File: config.mk
export PLATFORM = sky130hd
export DESIGN_NAME = rl_sha_msg_packer
export DESIGN_NICKNAME = d
export VERILOG_FILES = /design/src/rtl/rl_pack_pkg.sv /design/src/rtl/rl_reset_sync.sv /design/src/rtl/rl_byte_gather.sv /design/src/rtl/rl_tail_seq.sv /design/src/rtl/rl_pad_tracker.sv /design/src/rtl/rl_sha_msg_packer.sv
export SDC_FILE = /design/constraint.sdc
export NUM_CORES = 1
export LEC_CHECK = 0
export ABC_CLOCK_PERIOD_IN_PS = 5650
export BUFFER_PORTS_ARGS = -buffer_cell sky130_fd_sc_hd__clkbuf_2
export CORE_MARGIN = 2
export CORE_UTILIZATION = 40
export CTS_CLUSTER_SIZE = 28
export DETAILED_ROUTE_END_ITERATION = 12
export PLACE_DENSITY = 0.62
export SLEW_MARGIN = 20
export SYNTH_ARGS = -nofsm -noshare
export SYNTH_HDL_FRONTEND = slang
export SYNTH_SLANG_ARGS = --single-unit
File: constraint.sdc
create_clock -name clk -period 5.65 [get_ports clk]
set_input_delay 0.2825 -clock clk [delete_from_list [all_inputs] [get_ports clk]]
set_output_delay 0.2825 -clock clk [all_outputs]
set_load 0.01 [all_outputs]
File: src/rtl/rl_pack_pkg.sv
package rl_pack_pkg;

  localparam int WORD_W        = 32;
  localparam int ID_BYTES      = 5;
  localparam int TRAILER_BYTES = 10;
  localparam int BLOCK_WORDS   = 16;
  localparam int SLOT_W        = $clog2(BLOCK_WORDS);

  // number of text bytes in a word
  typedef enum logic [2:0] {
    TAG_NONE = 3'd0,
    TAG_B1   = 3'd1,
    TAG_B2   = 3'd2,
    TAG_B3   = 3'd3,
    TAG_FULL = 3'd4
  } tag_e;

  typedef enum logic [2:0] {
    ST_IDLE = 3'd0,
    ST_LIST = 3'd1,
    ST_TAIL = 3'd2,
    ST_PAD  = 3'd3,
    ST_LEN  = 3'd4,
    ST_DONE = 3'd5,
    ST_REJ  = 3'd6
  } phase_e;

endpackage

File: src/rtl/rl_reset_sync.sv
module rl_reset_sync (
  input  logic clk,
  input  logic rst_n,
  output logic rst_sync_n
);

  logic [1:0] sync_q;

  always_ff @(posedge clk or negedge rst_n) begin
    if (!rst_n) sync_q <= 2'b00;
    else        sync_q <= {sync_q[0], 1'b1};
  end

  assign rst_sync_n = sync_q[1];

endmodule

File: src/rtl/rl_byte_gather.sv
module rl_byte_gather
  import rl_pack_pkg::*;
#(
  parameter int CNT_W = 7
) (
  input  logic              clk,
  input  logic              rst_n,
  input  logic              load_i,
  input  logic [CNT_W-1:0]  count_i,
  input  logic              accept_i,
  input  logic [7:0]        byte_i,
  input  logic              take_i,
  output logic [WORD_W-1:0] acc_o,
  output logic [2:0]        fill_o,
  output logic              left_zero_o
);

  localparam int LEFT_W = CNT_W + 3;

  logic [WORD_W-1:0] acc_q, acc_d;
  logic [2:0]        fill_q, fill_d;
  logic [LEFT_W-1:0] left_q, left_d;
  logic              acc_en, ctl_en;

  assign acc_en = accept_i;
  assign ctl_en = load_i | accept_i | take_i;

  always_comb begin
    acc_d  = {acc_q[WORD_W-9:0], byte_i};
    fill_d = fill_q;
    left_d = left_q;
    if (load_i) begin
      fill_d = 3'd0;
      left_d = LEFT_W'(count_i) * LEFT_W'(ID_BYTES);
    end else begin
      if (take_i)   fill_d = 3'd0;
      if (accept_i) begin
        fill_d = fill_q + 3'd1;
        left_d = left_q - LEFT_W'(1);
      end
    end
  end

  always_ff @(posedge clk or negedge rst_n) begin
    if (!rst_n) begin
      acc_q <= '0;
    end else if (acc_en) begin
      acc_q <= acc_d;
    end
  end

  always_ff @(posedge clk or negedge rst_n) begin
    if (!rst_n) begin
      fill_q <= 3'd0;
      left_q <= '0;
    end else if (ctl_en) begin
      fill_q <= fill_d;
      left_q <= left_d;
    end
  end

  assign acc_o       = acc_q;
  assign fill_o      = fill_q;
  assign left_zero_o = (left_q == '0);

endmodule

File: src/rtl/rl_tail_seq.sv
module rl_tail_seq
  import rl_pack_pkg::*;
(
  input  logic [1:0]        lo_i,
  input  logic [1:0]        step_i,
  input  logic [23:0]       carry_i,
  input  logic [7:0]        sa_i,
  input  logic [7:0]        sb_i,
  output logic [WORD_W-1:0] word_o,
  output tag_e              tag_o,
  output logic              last_o
);

  always_comb begin
    word_o = '0;
    tag_o  = TAG_NONE;
    last_o = 1'b0;
    unique case (lo_i)
      2'd0: begin
        unique case (step_i)
          2'd0:    begin word_o = {16'h0, sa_i, sb_i}; tag_o = TAG_B2; end
          2'd1:    tag_o = TAG_NONE;
          default: begin tag_o = TAG_B2; last_o = 1'b1; end
        endcase
      end
      2'd1: begin
        unique case (step_i)
          2'd0:    begin word_o = {8'h0, carry_i[7:0], sa_i, sb_i}; tag_o = TAG_B3; end
          2'd1:    tag_o = TAG_NONE;
          default: begin tag_o = TAG_B1; last_o = 1'b1; end
        endcase
      end
      2'd2: begin
        unique case (step_i)
          2'd0:    begin word_o = {carry_i[15:0], sa_i, sb_i}; tag_o = TAG_FULL; end
          2'd1:    tag_o = TAG_NONE;
          default: begin tag_o = TAG_NONE; last_o = 1'b1; end
        endcase
      end
      default: begin
        unique case (step_i)
          2'd0:    begin word_o = {carry_i, sa_i}; tag_o = TAG_FULL; end
          2'd1:    begin word_o = {24'h0, sb_i}; tag_o = TAG_B1; end
          2'd2:    tag_o = TAG_NONE;
          default: begin tag_o = TAG_B3; last_o = 1'b1; end
        endcase
      end
    endcase
  end

endmodule

File: src/rtl/rl_pad_tracker.sv
module rl_pad_tracker
  import rl_pack_pkg::*;
#(
  parameter int CNT_W = 7
) (
  input  logic              clk,
  input  logic              rst_n,
  input  logic              clear_i,
  input  logic              advance_i,
  input  logic [CNT_W-1:0]  count_i,
  output logic              pre_last_o,
  output logic [WORD_W-1:0] len_bits_o
);

  logic [SLOT_W-1:0] slot_q, slot_d;
  logic              slot_en;

  assign slot_en = clear_i | advance_i;

  always_comb begin
    slot_d = slot_q + SLOT_W'(1);
    if (clear_i) slot_d = '0;
  end

  always_ff @(posedge clk or negedge rst_n) begin
    if (!rst_n)       slot_q <= '0;
    else if (slot_en) slot_q <= slot_d;
  end

  assign pre_last_o = (slot_q == SLOT_W'(BLOCK_WORDS - 2));
  assign len_bits_o = WORD_W'(count_i) * WORD_W'(ID_BYTES * 8) + WORD_W'(TRAILER_BYTES * 8);

endmodule

File: src/rtl/rl_sha_msg_packer.sv
module rl_sha_msg_packer
  import rl_pack_pkg::*;
#(
  parameter int CNT_W = 7
) (
  input  logic             clk,
  input  logic             rst_n,
  input  logic             start_i,
  input  logic [CNT_W-1:0] dev_count_i,
  input  logic [7:0]       stat_a_i,
  input  logic [7:0]       stat_b_i,
  input  logic             id_valid_i,
  input  logic [7:0]       id_byte_i,
  output logic             id_ready_o,
  output logic             word_valid_o,
  output logic [31:0]      word_data_o,
  output logic [2:0]       word_tag_o,
  input  logic             word_ready_i,
  output logic             hash_done_o,
  output logic             reject_o,
  output logic             busy_o
);

  logic              rst_q_n;
  phase_e            state_q, state_d;
  logic [CNT_W-1:0]  cnt_q;
  logic [7:0]        sa_q, sb_q;
  logic [1:0]        lo_q, lo_d, step_q, step_d;
  logic              start_acc, load, accept, fire, take;
  logic [WORD_W-1:0] acc;
  logic [2:0]        fill;
  logic              left_zero, word_full;
  logic [WORD_W-1:0] tail_word, len_bits;
  tag_e              tail_tag, w_tag;
  logic              tail_last, pre_last, w_valid;
  logic [WORD_W-1:0] w_data;

  rl_reset_sync u_rst (
    .clk        (clk),
    .rst_n      (rst_n),
    .rst_sync_n (rst_q_n)
  );

  assign start_acc = (state_q == ST_IDLE) && start_i;
  assign load      = start_acc && (dev_count_i != '0);
  assign word_full = (fill == 3'd4);
  assign id_ready_o = (state_q == ST_LIST) && !word_full && !left_zero;
  assign accept    = id_valid_i && id_ready_o;

  assign w_valid = ((state_q == ST_LIST) && word_full) ||
                   (state_q == ST_TAIL) || (state_q == ST_PAD) || (state_q == ST_LEN);
  assign fire    = w_valid && word_ready_i;
  assign take    = fire && (state_q == ST_LIST);

  rl_byte_gather #(.CNT_W(CNT_W)) u_gather (
    .clk         (clk),
    .rst_n       (rst_q_n),
    .load_i      (load),
    .count_i     (dev_count_i),
    .accept_i    (accept),
    .byte_i      (id_byte_i),
    .take_i      (take),
    .acc_o       (acc),
    .fill_o      (fill),
    .left_zero_o (left_zero)
  );

  rl_tail_seq u_tail (
    .lo_i    (lo_q),
    .step_i  (step_q),
    .carry_i (acc[23:0]),
    .sa_i    (sa_q),
    .sb_i    (sb_q),
    .word_o  (tail_word),
    .tag_o   (tail_tag),
    .last_o  (tail_last)
  );

  rl_pad_tracker #(.CNT_W(CNT_W)) u_pad (
    .clk        (clk),
    .rst_n      (rst_q_n),
    .clear_i    (load),
    .advance_i  (fire),
    .count_i    (cnt_q),
    .pre_last_o (pre_last),
    .len_bits_o (len_bits)
  );

  always_comb begin
    state_d = state_q;
    lo_d    = lo_q;
    step_d  = step_q;
    w_data  = '0;
    w_tag   = TAG_FULL;
    unique case (state_q)
      ST_IDLE: begin
        if (start_i) state_d = (dev_count_i == '0) ? ST_REJ : ST_LIST;
      end
      ST_LIST: begin
        w_data = acc;
        if (left_zero && (!word_full || fire)) begin
          state_d = ST_TAIL;
          lo_d    = fill[1:0];
          step_d  = 2'd0;
        end
      end
      ST_TAIL: begin
        w_data = tail_word;
        w_tag  = tail_tag;
        if (fire) begin
          step_d = step_q + 2'd1;
          if (tail_last) state_d = pre_last ? ST_LEN : ST_PAD;
        end
      end
      ST_PAD: begin
        if (fire && pre_last) state_d = ST_LEN;
      end
      ST_LEN: begin
        w_data = len_bits;
        if (fire) state_d = ST_DONE;
      end
      default: state_d = ST_IDLE;
    endcase
  end

  always_ff @(posedge clk or negedge rst_q_n) begin
    if (!rst_q_n) begin
      state_q <= ST_IDLE;
      lo_q    <= 2'd0;
      step_q  <= 2'd0;
    end else begin
      state_q <= state_d;
      lo_q    <= lo_d;
      step_q  <= step_d;
    end
  end

  always_ff @(posedge clk or negedge rst_q_n) begin
    if (!rst_q_n) begin
      cnt_q <= '0;
      sa_q  <= 8'h0;
      sb_q  <= 8'h0;
    end else if (start_acc) begin
      cnt_q <= dev_count_i;
      sa_q  <= stat_a_i;
      sb_q  <= stat_b_i;
    end
  end

  assign word_valid_o = w_valid;
  assign word_data_o  = w_data;
  assign word_tag_o   = w_tag;
  assign hash_done_o  = (state_q == ST_DONE);
  assign reject_o     = (state_q == ST_REJ);
  assign busy_o       = (state_q != ST_IDLE);

endmodule

==> Word level (Yosys, flattened, before mapping) <==
Index checks and enable logic that the tools add are counted.
W data, S select, Z words.
{ "op_classes": {"n_addsub": 5, "n_mul": 2, "eq_ne": 18, "n_mux": 33, "bitwise": 3, "reduce_logical": 34} }
{ "op_table": {"columns": ["operator", "n"], "rows": [
  ["$pmux W32 S3", 2],
  ["$pmux W32 S2", 1],
  ["$mux W3", 13],
  ["$mux W32", 1],
  ["$mux W24", 1],
  ["$mul A7 B3 Y10 const B", 2],
  ["$mux W10", 2],
  ["$pmux W3 S3", 2],
  ["$mux W16", 1],
  ["$pmux W3 S5", 1],
  ["$add A13 B7 Y14 const B", 1],
  ["$eq A3 B3 Y1 const B", 4],
  ["$logic_and A1 B1 Y1", 10],
  ["$logic_not A10 Y1", 1],
  ["$sub A10 B1 Y10 const B", 1],
  ["$ne A2 B2 Y1 const B", 4],
  ["$pmux W2 S2", 2],
  ["$logic_not A7 Y1", 1],
  ["$reduce_bool A7 Y1", 1],
  ["$eq A3 B2 Y1 const B", 2],
  ["$mux W2", 3],
  ["$reduce_and A2 Y1", 3],
  ["$reduce_and A6 Y1", 1],
  ["$reduce_bool A3 Y1", 2],
  ["19 further kinds", 33]
]} }
{ "word_totals": {"ff_bits": 81, "in_bits": 36, "out_inout_bits": 40, "wordCells": 106} }

==> Depth between registers and ports, before layout <==
Gate-level depths: netlist (run 1).
{ "depth": {"word_depth": 10, "ltp_mapped": 10, "depth_no_buf": 10} }

==> Hierarchy <==
Synthesis (run 1) repeated with hierarchy kept, for this count alone.
{ "unflattened": {"hier_cells": 605, "hier_area_um2": 5773.0} }
{ "modules_own_cells": {"columns": ["mod", "instances", "cells_each", "area_per_inst_um2", "seq_area_each_um2"], "rows": [
  ["rl_byte_gather", 1, 169, 2149.6, 1126.1],
  ["rl_sha_msg_packer", 1, 226, 2045.7, 750.7],
  ["rl_tail_seq", 1, 123, 772.0, 0.0],
  ["rl_pad_tracker", 1, 84, 752.0, 100.1],
  ["rl_reset_sync", 1, 3, 53.8, 50.0]
]} }

==> Least setup slack after synthesis (run 1) <==
OpenSTA, ideal clock, no wires.
{ "synth_timing": {"kind": "register -> output", "from": "register cnt_q[1]", "to": "output word_data_o[11]", "arrival_ns": 2.304, "path_slack_ns": 3.064, "stages_incl_launch_ff": 11, "n_path_buf": 0, "cell_sequence": "dfrtp_1 ha_1 ha_1 inv_1 fa_1 nand2b_1 o2bb2ai_1 xnor2_1 nand3_1 xor2_1 o221ai_1"} }
{ "synth_between": {"elab_chain_len": 3} }
{ "synth_rtl": {"columns": ["item", "line", "source"], "rows": [
  ["from (decl)", "rl_sha_msg_packer.sv:26", "logic [CNT_W-1:0] cnt_q;"],
  ["from (signal assigned)", "rl_sha_msg_packer.sv:144", "cnt_q <= dev_count_i;"],
  ["$mul A7 B3 Y10", "rl_pad_tracker.sv:31", "assign len_bits_o = WORD_W'(count_i) * WORD_W'(ID_BYTES * 8) + WORD_W'(TRAILER_BYTES * 8);"],
  ["$add A13 B7 Y14", "rl_pad_tracker.sv:31", null],
  ["$pmux W32 S3", "rl_sha_msg_packer.sv:95", "unique case (state_q)"],
  ["to (decl)", "rl_sha_msg_packer.sv:16", "output logic [31:0] word_data_o,"]
]} }
Every way passes these cells.

==> Worst setup path after layout (run 1) <==
Same ends and word-level chain as after synthesis.

==> flow_summary.ini, run 1 <==
[sta]
period_share_pct = 58.1
fmax_mhz = 305
drv_slew = 0
fin_setup_tns_ps = 0
hold_viol_final = 0
finalSetupViolCount = 0
grt_setup_unrepaired = no
finClkSkew_ps = 10.2
worst_pin_slew_ps = 934
layout_min_cycle_time_ps = 3280
max_slew_margin_pct = 37.5

[hold_path]
hold_path_class = input port to flip-flop
min_path_cells = 3
min_from = stat_b_i[0]
whs_endpoint = sb_q[0]

[clock_network]
clock_sinks = 81
cts-resized-gates = 0
clkTransAtPathRegs_ps = 60
clkLatencyLatePin_ps = 350
cts_buffers = 9
root_buffer = clkbuf_16
cts_htree_levels = 3
cts_max_path_buffers = 2
cts_tree = yes

[global_route]
antenna_found_initial = 0
grt_max_degree = 80
grt_usage_pct = 20.0
grt_pass1_wl_um = 22200
gr-total-overflow = 0
grt_pass1_vias = 4440

[placement]
dp_hpwl_um = 9800
placement.io_buffers = 75
dp.cells = 851
place_congestion = 0.894

[floorplan]
die_area_mm2 = 0.0138
ios = 76
initial_core_util_pct = 40.8
rows = 41
die_w_um = 118
die_height_um = 118
core_mm2 = 0.0126

[worst_setup_path]
path_cells = ha_1 -> ha_1 -> inv_1 -> fa_1 -> nand2b_1 -> o2bb2ai_1 -> xnor2_1 -> nand3_1 -> xor2_1 -> o221ai_1 -> clkbuf_2
rr_endpoint = u_gather.fill_o[0]
crit_family = adder cells
cp_num_buf_inv = 2
reg2regPathDepth = 6
critPathMaxStageDelay_ps = 440
path_depth = 11
crit_path_start = cnt_q[1]
crit_path_start_kind = flip-flop
worstPathArrival_ps = 3000
cp_common_cell = ha_1
cpMaxStageDelayCell = dfrtp_1
endpoint_kind = output pin
regToRegStartpoint = state_q[2]
crit_fanout = 5
required_ps = 5370
r2r_setup_slack_ps = 2650
crit_type = flip-flop to output pin

[drt]
remaining_drc_errors = 0
viasPerCell = 5.29
post_drt_wl_per_cell_um = 15.7
num_vias = 4593
routed_wl_um = 13600
drt_first_pass_iters = 5
final_antenna_net_count = 0
drtIter0Drc = 291

[synth]
synth_edf_count = 0
synth-seq-cells = 81
ys.flop_type = dfrtp_1
ys_types = 53
yosysTopAreaCell = dfrtp_1
ys_async_sr_fraction_pct = 100
synthTopCellsByArea = dfrtp_1 39%, nand2_1 15%, ha_1 7.5%, mux2i_1 4.9%, o21ai_0 4.4%
synth_fp_nets = 700
synthMostInstantiatedCell = nand2_1
netlist_area_mm2 = 0.00515
yosys_warnings = 0
netlist_instances = 631
syn_avg_cell_area_um2 = 8.17
synth_commonest_cells = 209 x nand2_1, 81 x dfrtp_1, 45 x o21ai_0
synth_top_area_share_pct = 39.3
synth-seq-area-share_pct = 39.3

[final_layout]
stdcell_count = 868
layout.nets = 761
syn2layout_area_growth_pct = 16.7
n_antenna_cell = 0
drive_gt1_share_pct = 16.4

[power]
power.density_mw_per_mm2 = 529
cellLeakagePower_nw = 3.03
ir_drop_mv = 0.225

[outcome]
status = completed

[run]
drv_cap = 0
-- tightest hold or removal path, cell delays in order --
cell,delay [ps]
clkbuf_2,70
nand2_1,40
nand2_1,40
-- through the flow --
stage	setup WS, ps	util (%)	hold WS, ps	instance area (um2)	power [mW]
6_report	2370	47.7	121	6010	3.18
5_1_grt	2170	47.7	130	6010	3.44
4_1_cts	2340	47.4	113	5980	3.20
3_5_place_dp	2470	44.8	71.1	5650	2.55
3_3_place_gp	2640	44.8	69.7	5650	2.50
2_1_floorplan	3060	-	-13.1	5150	2.08
-- state kept, by name, indices dropped and copies added, names as in the netlist --
signal           flops
step_q               2
sa_q                 8
u_pad.slot_q         4
u_gather.left_q     10
u_rst.sync_q         2
state_q              3
cnt_q                7
u_gather.acc_o      32
u_gather.fill_o      3
sb_q                 8
lo_q                 2
-- power breakdown --
group | switching, mW | total (mW) | leakage (nW) | internal, mW
sequential | 0.286 | 1.09 | 1.03 | 0.807
clock | 0.235 | 0.633 | 0.156 | 0.398
combinational | 0.873 | 1.45 | 1.84 | 0.581
total | 1.39 | 3.18 | 3.03 | 1.79
-- cells by family after synthesis --
group,synth area share [%]
AND/OR/NAND/NOR,24.8
AO/OA/AOI/OAI,14.1
flip-flops,39.3
buffers and inverters,3.35
multiplexers,7.48
adder cells (fa/ha/maj),8.30
XOR/XNOR,2.55
other,0.0728
-- worst max-delay path by stage --
stage                          to  slack (ps)
2_1_floorplan     word_data_o[11]        3060
3_3_place_gp   u_gather.left_q[6]        2640
3_5_place_dp   u_gather.left_q[6]        2470
4_1_cts           word_data_o[11]        2340
5_1_grt           word_data_o[11]        2170
6_report          word_data_o[11]        2370
-- metal layers --
metal	global-route usage [%]	share of wire [%]
met1	26.0	44
met4	5.50	1.1
met5	0	0
met3	4.94	5.0
met2	33.5	50
-- placed cells by master (no fill, tap or decap), types with 5 or more instances in the layout --
master and count:
nand3_1 15, mux2_2 12, nand2_1 209, inv_1 13, a22oi_1 10, nor3_1 10, a21oi_1 31, clkbuf_2 75
nor2_1 34, clkbuf_16 9, ha_1 31, dfrtp_1 80, mux2i_1 25, o21ai_0 45, xnor2_1 10, xor2_1 5
-- repair_timing --
action                                  in CTS  in global routing
hold endpoints to repair                     2                  0
endpoints found under the setup margin       0                  0
buffers inserted                             0                  0
hold buffers                                 1                  0
-- final cells by class --
cell class                 count  area (um2)
multi-input combinational    506        2960
clock inverter                 4        77.6
sequential                    81        2030
clock buffer                  11         243
inverter                      13        48.8
fill                        1293        6610
timing repair buffer          81         443
tap                          172         215
Power figures use the tool's default switching activity.
==> run 2: changes to the inputs <==
--- a/config.mk
+++ b/config.mk
@@ -5,13 +5,13 @@
 export SDC_FILE = /design/constraint.sdc
 export NUM_CORES = 1
 export LEC_CHECK = 0
-export ABC_CLOCK_PERIOD_IN_PS = 5650
+export ABC_CLOCK_PERIOD_IN_PS = 2900
 export BUFFER_PORTS_ARGS = -buffer_cell sky130_fd_sc_hd__clkbuf_2
 export CORE_MARGIN = 2
 export CORE_UTILIZATION = 40
 export CTS_CLUSTER_SIZE = 28
 export DETAILED_ROUTE_END_ITERATION = 12
-export PLACE_DENSITY = 0.62
+export PLACE_DENSITY = 0.65
 export SLEW_MARGIN = 20
 export SYNTH_ARGS = -nofsm -noshare
 export SYNTH_HDL_FRONTEND = slang
==> constraint.sdc (replaced) <==
create_clock -name clk -period 2.9 [get_ports clk]
set_input_delay 0.145 -clock clk [delete_from_list [all_inputs] [get_ports clk]]
set_output_delay 0.145 -clock clk [all_outputs]
set_load 0.01 [all_outputs]
==> run 2 against run 1 <==
  * Worst hold slack worse by 120 ps
  * Sequential power up 95%
  * Sequential share of layout area decreased by 1.9 points
  * Clock-buffer cell count stayed put
  * Global-route usage rose by 0.92 points
  * First-iteration DRC count grew 3.1%
  * Via count increased by 6.0%
  * Clock power increased by 94%
==> flow_summary.ini, run 2 (synthesis gave the netlist of run 1 again) <==
[outcome]
status = completed

[power]
power.density_mw_per_mm2 = 1050
internal_power_mw = 3.77
p_clk_share_pct = 18.4
p_comb_share_pct = 49.8
p_total_mw = 6.69
p_seq_share_pct = 31.8
p_sw_mw = 2.92
sw_frac_of_total_pct = 43.7
ir_drop_mv = 0.392
cellLeakagePower_nw = 3.18

[floorplan]
initial_core_util_pct = 40.8
core_mm2 = 0.0126
rows = 41
die_height_um = 118
die_w_um = 118
die_area_mm2 = 0.0138
ios = 76

[placement]
place_congestion = 0.870
placement.io_buffers = 75
dp_hpwl_um = 10200

[global_route]
grt_pass1_wl_um = 23600
grt_pass1_vias = 4754
gr-total-overflow = 0
grt_max_degree = 80
grt_usage_pct = 21.0
antenna_found_initial = 0

[clock_network]
clkLatencyLatePin_ps = 340
cts_htree_levels = 3
cts_max_path_buffers = 2
root_buffer = clkbuf_16
clock_sinks = 81
cts_buffers = 9
clkTransAtPathRegs_ps = 60
cts_tree = yes

[drt]
viasPerCell = 5.41
remaining_drc_errors = 0
routed_wl_um = 14500
drtIter0Drc = 300
num_vias = 4868
final_antenna_net_count = 0
drt_first_pass_iters = 5
post_drt_wl_per_cell_um = 16.2

[final_layout]
layout.nets = 791
syn2layout_area_growth_pct = 23.8
layout_common_cells = 209 x nand2_1, 80 x dfrtp_1, 74 x clkbuf_2, 45 x o21ai_0, 34 x nor2_1
largest_register_ffs = 32
mostFrequentLayoutCell = nand2_1
n_antenna_cell = 0
drive_gt1_share_pct = 19.9

[worst_setup_path]
regToRegStartpoint = u_gather.left_q[0]
crit_path_start = cnt_q[3]
crit_end = word_data_o[11]
crit_path_start_kind = flip-flop
rr_endpoint = u_gather.fill_o[2]
crit_fanout = 4
endpoint_kind = output pin
r2r_setup_slack_ps = 380
worstPathArrival_ps = 2750
required_ps = 2760
crit_type = flip-flop to output pin
reg2regPathDepth = 8

[sta]
drv_slew = 0
finClkSkew_ps = 8.81
finalSetupViolCount = 0
layout_min_cycle_time_ps = 2900
fin_setup_tns_ps = 0
hold_viol_final = 0
worst_pin_slew_ps = 604
max_slew_margin_pct = 59.6
period_share_pct = 99.8
fmax_mhz = 345
fin_hold_ws_ps = 4.11

[run]
drv_cap = 0

[hold_path]
min_path_cells = 3
hold_path_class = input port to flip-flop
[run 2: changes by cell type in the layout (fill, tap and decap cells not counted), sizes merged]
cell         before  now
clkbuf           86   85
buf               5   24
dlygate4sd3       1   13
clkinvlp          0    1
[run 2: through the flow]
| stage | worst slack [ps] | area (um2) | cells | utilization (%) |
|---|---|---|---|---|
| 3_3_place_gp | 278 | 5710 | 859 | 45.3 |
| 3_5_place_dp | 223 | 5710 | 859 | 45.3 |
| 2_1_floorplan | 451 | 5150 | 631 | - |
| 5_1_grt | -76.3 | 6380 | 899 | 50.6 |
| 4_1_cts | 3.46 | 6190 | 890 | 49.1 |
| 6_report | 4.91 | 6380 | 899 | 50.6 |
[run 2: worst max-delay path, cell delays in order, from the launching register on]
cell      delay [ps]
dfrtp_1          420
buf_4            160
ha_1             330
ha_4             310
nor2_1            50
nor2_1           110
xor2_1           290
buf_4            180
nand3_2           80
xor2_1           150
o221ai_1         150
buf_2            170
[run 2: power by group through the flow]
stage / Combinational, mW / Sequential (mW) / Clock, mW
2_1_floorplan: 2.14 / 1.91 / 0
3_3_place_gp: 2.76 / 2.11 / 0
3_5_place_dp: 2.84 / 2.14 / 0
4_1_cts: 2.97 / 2.11 / 1.25
5_1_grt: 3.69 / 2.20 / 1.30
6_report: 3.33 / 2.13 / 1.23
[run 2: area by class of cell]
type	instances	area (um2)
tap	172	215
timing repair buffer	111	691
multi-input combinational	506	3080
clock buffer	11	233
clock inverter	5	81.3
fill	1239	6240
sequential	81	2030
inverter	13	48.8
[run 2: worst min-delay path by stage]
stage                      endpoint   startpoint  slack (ps)
finish                      sa_q[2]  stat_a_i[2]           4
global route                sb_q[1]  stat_b_i[1]           6
CTS                         sa_q[2]  stat_a_i[2]           1
detailed placement  u_rst.sync_q[0]        rst_n         -70
global placement    u_rst.sync_q[0]        rst_n         -70
floorplan           u_rst.sync_q[0]        rst_n        -150
[run 2: repair_timing]
action                                  CTS  global route
cloned                                    0             0
pin swaps                                 2             8
buffers inserted                          3             7
resized for setup                         5            14
hold endpoints to repair                 13             1
hold buffers                             12             1
endpoints found under the setup margin    2             5
[run 2: metal layers]
metal  up-vias  part of all wire, %  track usage, %
met5         -                    0               0
met4         0                  1.7            6.10
met3        16                  3.5            3.63
met2       135                   50            35.9
met1      2384                   45            27.3
li1       2333                    -               -
